## src/rtl/fft_agu_pkg.sv

```systemverilog
package fft_agu_pkg;
    localparam int AGU_ADDR_W  = 7;  // 128-word data memory
    localparam int AGU_MAX_LOG = 5;  // largest transform: 32 points
    localparam int AGU_SEL_W   = 3;

    typedef enum logic {
        PASS_BFLY    = 1'b0,
        PASS_REORDER = 1'b1
    } pass_e;
endpackage

```

## src/rtl/fft_agu_ctrl.sv

```systemverilog
module fft_agu_ctrl
    import fft_agu_pkg::*;
#(
    parameter int ADDR_W  = AGU_ADDR_W,
    parameter int MAX_LOG = AGU_MAX_LOG,
    parameter int SEL_W   = AGU_SEL_W,
    localparam int IDX_W  = MAX_LOG,
    localparam int LOG_W  = $clog2(MAX_LOG + 1)
) (
    input  logic              clk_i,
    input  logic              rst_ni,
    input  logic              start_i,
    input  logic              mode_i,
    input  logic [SEL_W-1:0]  size_sel_i,
    input  logic [ADDR_W-1:0] data_base_i,
    input  logic [ADDR_W-1:0] twid_base_i,
    input  logic              step_i,
    output logic              busy_o,
    output logic              done_o,
    output pass_e             pass_o,
    output logic [LOG_W-1:0]  log2n_o,
    output logic [LOG_W-1:0]  stage_o,
    output logic [IDX_W-1:0]  idx_o,
    output logic [ADDR_W-1:0] dbase_o,
    output logic [ADDR_W-1:0] tbase_o
);
    typedef struct packed {
        logic              busy;
        logic              done;
        pass_e             pass;
        logic [LOG_W-1:0]  log2n;
        logic [LOG_W-1:0]  stage;
        logic [IDX_W-1:0]  idx;
        logic [ADDR_W-1:0] dbase;
        logic [ADDR_W-1:0] tbase;
    } seq_t;

    seq_t r_d, r_q;
    logic [LOG_W-1:0] sel_log;
    logic [IDX_W-1:0] last_idx;
    logic [LOG_W-1:0] last_stage;

    always_comb begin
        if (int'(size_sel_i) < MAX_LOG - 1) sel_log = LOG_W'(int'(size_sel_i) + 2);
        else                                sel_log = LOG_W'(2);

        if (r_q.pass == PASS_REORDER) begin
            last_idx   = IDX_W'((1 << r_q.log2n) - 1);
            last_stage = '0;
        end else begin
            last_idx   = IDX_W'((1 << (r_q.log2n - 1)) - 1);
            last_stage = r_q.log2n - LOG_W'(1);
        end

        r_d      = r_q;
        r_d.done = 1'b0;
        if (!r_q.busy) begin
            if (start_i) begin
                r_d.busy  = 1'b1;
                r_d.pass  = pass_e'(mode_i);
                r_d.log2n = sel_log;
                r_d.stage = '0;
                r_d.idx   = '0;
                r_d.dbase = data_base_i;
                r_d.tbase = twid_base_i;
            end
        end else if (step_i) begin
            if (r_q.idx == last_idx) begin
                r_d.idx = '0;
                if (r_q.stage == last_stage) begin
                    r_d.busy = 1'b0;
                    r_d.done = 1'b1;
                end else begin
                    r_d.stage = r_q.stage + LOG_W'(1);
                end
            end else begin
                r_d.idx = r_q.idx + IDX_W'(1);
            end
        end
    end

    always_ff @(posedge clk_i or negedge rst_ni) begin
        if (!rst_ni) begin
            r_q       <= '0;
            r_q.log2n <= LOG_W'(2);
        end else begin
            r_q <= r_d;
        end
    end

    assign busy_o  = r_q.busy;
    assign done_o  = r_q.done;
    assign pass_o  = r_q.pass;
    assign log2n_o = r_q.log2n;
    assign stage_o = r_q.stage;
    assign idx_o   = r_q.idx;
    assign dbase_o = r_q.dbase;
    assign tbase_o = r_q.tbase;

    AST_DONE_ONE_CYCLE: assert property (@(posedge clk_i) disable iff (!rst_ni)
        r_q.done |=> !r_q.done) else $error("done longer than one cycle");
    AST_DONE_AFTER_STEP: assert property (@(posedge clk_i) disable iff (!rst_ni)
        r_q.done |-> !r_q.busy && $past(r_q.busy && step_i)) else $error("done without final step");
    AST_HOLD_NO_STEP: assert property (@(posedge clk_i) disable iff (!rst_ni)
        (r_q.busy && !step_i) |=> r_q.busy && $stable(r_q.idx) && $stable(r_q.stage)) else $error("advanced without step");
    AST_BUSY_START_IGNORED: assert property (@(posedge clk_i) disable iff (!rst_ni)
        (r_q.busy && start_i) |=> $stable(r_q.dbase) && $stable(r_q.tbase) && $stable(r_q.log2n)) else $error("restart while busy");
    AST_STAGE_RANGE: assert property (@(posedge clk_i) disable iff (!rst_ni)
        r_q.busy |-> r_q.stage < r_q.log2n) else $error("stage out of range");
endmodule

```

## src/rtl/fft_agu_addr.sv

```systemverilog
module fft_agu_addr
    import fft_agu_pkg::*;
#(
    parameter int ADDR_W  = AGU_ADDR_W,
    parameter int MAX_LOG = AGU_MAX_LOG,
    localparam int IDX_W  = MAX_LOG,
    localparam int LOG_W  = $clog2(MAX_LOG + 1)
) (
    input  pass_e             pass_i,
    input  logic [LOG_W-1:0]  log2n_i,
    input  logic [LOG_W-1:0]  stage_i,
    input  logic [IDX_W-1:0]  idx_i,
    input  logic [ADDR_W-1:0] dbase_i,
    input  logic [ADDR_W-1:0] tbase_i,
    output logic [ADDR_W-1:0] addr_a_o,
    output logic [ADDR_W-1:0] addr_b_o,
    output logic [ADDR_W-1:0] twid_o
);
    logic [ADDR_W-1:0] idx_w, span, low, grp, offs, a_tmp;
    logic [LOG_W-1:0]  tw_shift;
    logic [IDX_W-1:0]  rev;

    always_comb begin
        rev = '0;
        for (int b = 0; b < MAX_LOG; b++) begin
            if (b < int'(log2n_i)) rev[b] = idx_i[int'(log2n_i) - 1 - b];
        end

        idx_w    = ADDR_W'(idx_i);
        span     = ADDR_W'(1) << stage_i;
        low      = idx_w & (span - ADDR_W'(1));
        grp      = idx_w >> stage_i;
        offs     = (grp << (stage_i + LOG_W'(1))) | low;
        tw_shift = log2n_i - LOG_W'(1) - stage_i;
        a_tmp    = dbase_i + offs;

        if (pass_i == PASS_REORDER) begin
            addr_a_o = dbase_i + idx_w;
            addr_b_o = dbase_i + ADDR_W'(rev);
            twid_o   = tbase_i;
        end else begin
            addr_a_o = a_tmp;
            addr_b_o = a_tmp + span;
            twid_o   = tbase_i + (low << tw_shift);
        end
    end
endmodule

```

## src/rtl/fft_agu.sv

```systemverilog
module fft_agu
    import fft_agu_pkg::*;
#(
    parameter int ADDR_W  = AGU_ADDR_W,
    parameter int MAX_LOG = AGU_MAX_LOG,
    parameter int SEL_W   = AGU_SEL_W,
    localparam int IDX_W  = MAX_LOG,
    localparam int LOG_W  = $clog2(MAX_LOG + 1)
) (
    input  logic              clk_i,
    input  logic              rst_ni,
    input  logic              start_i,
    input  logic              mode_i,
    input  logic [SEL_W-1:0]  size_sel_i,
    input  logic [ADDR_W-1:0] data_base_i,
    input  logic [ADDR_W-1:0] twid_base_i,
    input  logic              step_i,
    output logic [ADDR_W-1:0] addr_a_o,
    output logic [ADDR_W-1:0] addr_b_o,
    output logic [ADDR_W-1:0] twid_addr_o,
    output logic              valid_o,
    output logic [LOG_W-1:0]  stage_o,
    output logic [IDX_W-1:0]  bfly_o,
    output logic              done_o
);
    pass_e             pass;
    logic [LOG_W-1:0]  log2n;
    logic [ADDR_W-1:0] dbase, tbase;

    fft_agu_ctrl #(.ADDR_W(ADDR_W), .MAX_LOG(MAX_LOG), .SEL_W(SEL_W)) u_ctrl (
        .clk_i(clk_i), .rst_ni(rst_ni), .start_i(start_i), .mode_i(mode_i),
        .size_sel_i(size_sel_i), .data_base_i(data_base_i), .twid_base_i(twid_base_i),
        .step_i(step_i), .busy_o(valid_o), .done_o(done_o), .pass_o(pass),
        .log2n_o(log2n), .stage_o(stage_o), .idx_o(bfly_o),
        .dbase_o(dbase), .tbase_o(tbase)
    );

    fft_agu_addr #(.ADDR_W(ADDR_W), .MAX_LOG(MAX_LOG)) u_addr (
        .pass_i(pass), .log2n_i(log2n), .stage_i(stage_o), .idx_i(bfly_o),
        .dbase_i(dbase), .tbase_i(tbase),
        .addr_a_o(addr_a_o), .addr_b_o(addr_b_o), .twid_o(twid_addr_o)
    );

    AST_PAIR_SPAN: assert property (@(posedge clk_i) disable iff (!rst_ni)
        (valid_o && pass == PASS_BFLY) |-> (addr_b_o - addr_a_o) == (ADDR_W'(1) << stage_o)) else $error("pair span wrong");
    AST_HOLD_ADDR: assert property (@(posedge clk_i) disable iff (!rst_ni)
        (valid_o && !step_i) |=> $stable(addr_a_o) && $stable(addr_b_o) && $stable(twid_addr_o)) else $error("addresses moved");
endmodule

```

## config.mk

```make
export PLATFORM = sky130hd
export DESIGN_NAME = fft_agu
export DESIGN_NICKNAME = d
export VERILOG_FILES = /design/src/rtl/fft_agu_pkg.sv /design/src/rtl/fft_agu_ctrl.sv /design/src/rtl/fft_agu_addr.sv /design/src/rtl/fft_agu.sv
export SDC_FILE = /design/constraint.sdc
export NUM_CORES = 1
export LEC_CHECK = 0
export BUFFER_PORTS_ARGS = -buffer_cell sky130_fd_sc_hd__buf_2
export CAP_MARGIN = 10
export CORE_ASPECT_RATIO = 0.7
export CORE_MARGIN = 10
export CORE_UTILIZATION = 64
export CTS_BUF_LIST = sky130_fd_sc_hd__clkbuf_8
export DETAILED_ROUTE_END_ITERATION = 10
export HOLD_SLACK_MARGIN = 0.15
export PLACE_DENSITY = 0.88
export SYNTH_ARGS = -nofsm -noshare
export SYNTH_HDL_FRONTEND = slang
export SYNTH_HIERARCHICAL = 1
export SYNTH_SLANG_ARGS = --single-unit
```

## constraint.sdc

```tcl
create_clock -name clk_i -period 12.37 [get_ports clk_i]
set_input_delay 3.711 -clock clk_i [delete_from_list [all_inputs] [get_ports clk_i]]
set_output_delay 3.711 -clock clk_i [all_outputs]
set_load 0.05 [all_outputs]
```

==> results.txt <==
* Final cell area excluding filler cells: 4350 um^2
- The tree is rooted in a sky130_fd_sc_hd__clkbuf_8.
- Maxcap violations: 0
- The number of nets handed over by synthesis was 561.
* Post-synth EDFFs: 0
* Fill cell count: 514
- The worst path in the final design needs a cycle of 8.69 ns, including I/O delays and setup.
* Core outline area: 6190 um^2
- Clock tree from TritonCTS: done
- Count of input and output buffers: 52
- Source of the worst register-to-register timing path: u_ctrl/log2n_o[0]$_DFFE_PN0P_
- Residual antenna-violating net count after detailed routing: 0
- For this configuration, the core starts out at a cell density of 65.3%.
- Worst-case headroom to the max-slew limit: 24.9%
- Number of instances resized during post-cts repair: 0
- STA puts the critical path data required time at 8.66 ns.
- Counting instances, the worst hold path has a depth of 1.
* Share of synthesized flip-flops with an asynchronous set or reset: 100%
- The number of hold buffers added after CTS was 0.
- 53 I/O pins were placed.
- Counting stages on the worst path, the most repeated cell is sky130_fd_sc_hd__inv_1.
* Clock-pin transition on the worst setup and hold timing paths: 0.10 ns
- Yosys mapped the design onto 69 distinct sky130hd cell types.
- Dividing the detail-routed wire length by the instance count gives 18.1 um.
* Top flip-flop cell by instance count after synthesis: sky130_fd_sc_hd__dfrtp_1
- The worst hold path belongs to the class register to register.
* Synth warnings: 6
- Averaged over all synthesized cells, the footprint is 8.23 um^2.
- Reg-to-Reg End: u_ctrl/busy_o$_DFF_PN0_
* Clock sink total: 28
* Count of final hold-check violations: 0
- Buffers inserted during clock tree synthesis total 3.
- Max Slew Vio Count: 0
* Share of cells above drive strength 1: 18.9%
- Maximum fanout encountered on the critical timing path: 19
- Number of antenna violations at the first check in global routing: 0
* Antenna Diode Count: 0
- The startpoint identified for the worst hold timing path is u_ctrl/tbase_o[0]$_DFFE_PN0P_.
- In this design, the stage delay of the slowest critical-path cell is 0.59 ns.
- Post-Route WL: 10.9 mm
- Global-route wire length before repair: 18.1 mm
- Number of H-tree levels: 1
- Post-CTS timing repair inserted 0 buffers for setup.
- The flow ran to the end, and the final reports show no timing, DRC or antenna violations.
* Worst Tran Pin Value: 1.12 ns
- Avg Vias per Cell: 6.43
* Fmax: 115 MHz
* Hold endpoint: u_ctrl/tbase_o[0]$_DFFE_PN0P_
* Final worst-path cycle share: 70.2%
* Source-to-sink clock delay at the later pin of the worst-skew pair: 0.28 ns
* Type of the worst setup path: register to output port
* Die Y: 86.5 um
* Width of the chip: 115 um
- Worst-case clock skew: 0.00309 ns
* Post-synthesis sequential element count: 28
- Layout overhead on the synthesized area: 7.77%
- Number of vias after detailed routing: 3863
- The longest clock path from root to sink contains 2 buffers.
* Dpl cell area: 4280 um^2
* Area of the die: 9940 um^2
- STA classifies the critical path endpoint as an output port.
* Ordered list of cells on the worst path: inv_1 -> ha_1 -> inv_1 -> fa_1 -> xnor2_1 -> xnor2_2 -> inv_2 -> nor4_1 -> ha_1 -> inv_1 -> fa_1 -> inv_1 -> a21oi_1 -> o21bai_1 -> a31oi_1 -> or3_1 -> a21oi_2 -> xor2_1 -> buf_2
- The slowest stage of the critical path belongs to the cell sky130_fd_sc_hd__dfrtp_1.
- Setup repair after global routing left no endpoint under its margin.
- Part of the Yosys area used for sequential elements: 17.4%
* Reg2Reg Depth: 13
- In the routed design, unresolved DRC markers number 0.
- Gate count after technology mapping: 491
* TritonRoute pass-1 iters: 5
- Number of global-route vias before repair: 3728
* Initial DRC count: 376
- Global-route total usage across every layer: 21.6%
* Setup slack on the worst flop-to-flop path: 8.41 ns
* Aggregate negative setup slack: 0 ns
- The floorplan has 24 rows.
- Setup violations remaining at the end of the flow were counted as 0.
- At the worst endpoint, the arrival time is 4.98 ns.
* Summed instance area of the synthesized netlist: 4040 um^2
* NumNets Final: 594
- Global-route congestion overflow total: 0
- Routability Congestion: 0.966
- STA classifies the critical path startpoint as a register.
- Entering global routing, the biggest net connects 47 pins.
- After legalization and detailed placement, the total HPWL measured 8.25 mm.
layout by cell type (no fill, tap or decap), types with 6 or more instances in the layout:
cell type	n
sky130_fd_sc_hd__buf_2	52
sky130_fd_sc_hd__nand2_1	45
sky130_fd_sc_hd__ha_1	43
sky130_fd_sc_hd__a21oi_1	41
sky130_fd_sc_hd__inv_1	34
sky130_fd_sc_hd__o21ai_0	27
sky130_fd_sc_hd__dfrtp_1	27
sky130_fd_sc_hd__xnor2_1	24
sky130_fd_sc_hd__mux2_2	23
sky130_fd_sc_hd__nor2_1	23
sky130_fd_sc_hd__mux2i_1	15
sky130_fd_sc_hd__xor2_1	13
sky130_fd_sc_hd__o21bai_1	12
sky130_fd_sc_hd__nor2b_1	10
sky130_fd_sc_hd__a21o_1	7
sky130_fd_sc_hd__nor3_1	6
sky130_fd_sc_hd__nand3_1	6
sky130_fd_sc_hd__nand3b_1	6
stage by stage:
step / cells / util, % / hold WS (ns) / setup WS, ns
2_1_floorplan: 491 / - / 0.501 / 3.83
3_3_place_gp: 597 / 69.2 / 0.518 / 4.28
3_5_place_dp: 597 / 69.2 / 0.534 / 4.00
4_1_cts: 601 / 70.4 / 0.555 / 3.68
5_1_grt: 601 / 70.4 / 0.578 / 3.27
6_report: 601 / 70.4 / 0.553 / 3.68
how the worst max path moves through the flow:
| stage | from | end | slack, ns | cells past startpoint |
|---|---|---|---|---|
| floorplan | u_ctrl/stage_o[0]$_DFFE_PN0P_ | addr_b_o[6] | 3.83 | 18 |
| global placement | u_ctrl/stage_o[2]$_DFFE_PN0P_ | addr_b_o[6] | 4.28 | 18 |
| detailed placement | u_ctrl/stage_o[0]$_DFFE_PN0P_ | twid_addr_o[6] | 4.00 | 19 |
| CTS | u_ctrl/stage_o[0]$_DFFE_PN0P_ | twid_addr_o[6] | 3.68 | 19 |
| global route | u_ctrl/stage_o[0]$_DFFE_PN0P_ | addr_b_o[6] | 3.27 | 18 |
| finish | u_ctrl/stage_o[0]$_DFFE_PN0P_ | twid_addr_o[6] | 3.68 | 19 |
cell families (layout without fill, tap and decap cells):
family	Yosys count	count (layout)	synth area share, %
AO/OA/AOI/OAI	146	146	24.5
buffers and inverters	61	93	6.44
multiplexers	38	38	10.1
adder cells (fa/ha/maj)	48	48	15.8
XOR/XNOR	40	40	9.38
flip-flops	28	28	17.4
AND/OR/NAND/NOR	130	130	16.4
critical path, delay by kind of cell (launching register included):
family	cells	cell delay, ns
fa+ha+maj	4	1.21
buf+inv	6	0.90
simple gates	2	0.76
xor+xnor	3	0.67
flops	1	0.59
compound gates	4	0.58
final cells by class:
type / count / area (um^2) / share of cell area (%)
clock buffer: 3 / 41.3 / 0.948
timing repair buffer: 53 / 268 / 6.15
tap: 78 / 97.6 / 2.24
sequential: 28 / 702 / 16.1
clock inverter: 1 / 30.0 / 0.690
multi-input combinational: 402 / 3080 / 70.7
inverter: 36 / 135 / 3.10
synth_stat cells, types with 6 or more instances:
master	n	share of area [%]
sky130_fd_sc_hd__nor2b_1	11	1.7
sky130_fd_sc_hd__nor2_1	23	2.1
sky130_fd_sc_hd__nand3_1	6	0.74
sky130_fd_sc_hd__inv_1	34	3.2
sky130_fd_sc_hd__xor2_1	13	2.8
sky130_fd_sc_hd__ha_1	43	13
sky130_fd_sc_hd__o21bai_1	12	2.2
sky130_fd_sc_hd__xnor2_1	24	5.2
sky130_fd_sc_hd__nor3_1	6	0.74
sky130_fd_sc_hd__a21oi_1	41	5.1
sky130_fd_sc_hd__o21ai_0	27	3.3
sky130_fd_sc_hd__a21o_1	7	1.3
sky130_fd_sc_hd__dfrtp_1	27	17
sky130_fd_sc_hd__nand3b_1	6	1.1
sky130_fd_sc_hd__mux2_2	23	6.4
sky130_fd_sc_hd__nand2_1	45	4.2
sky130_fd_sc_hd__mux2i_1	15	3.7
sky130_fd_sc_hd__clkbuf_1	15	1.4
state kept, by name, summed over array words and instances, names as in the netlist:
name,flops
u_ctrl/idx_o,5
u_ctrl/done_o,1
u_ctrl/dbase_o,7
u_ctrl/busy_o,1
u_ctrl/tbase_o,7
u_ctrl/pass_o,1
u_ctrl/log2n_o,3
u_ctrl/stage_o,3
layer usage:
layer	up-vias	part of all wire [%]	routed length (um)	GRT usage, %
met5	-	0	0	0
met4	0	1.2	135	5.16
met3	20	8.6	937	4.14
met2	195	46	4970	35.1
met1	1816	44	4830	28.9
li1	1832	-	-	-
Power is not shown: default switching activity piles up to over one toggle a cycle in this logic, so the estimate is an artifact.
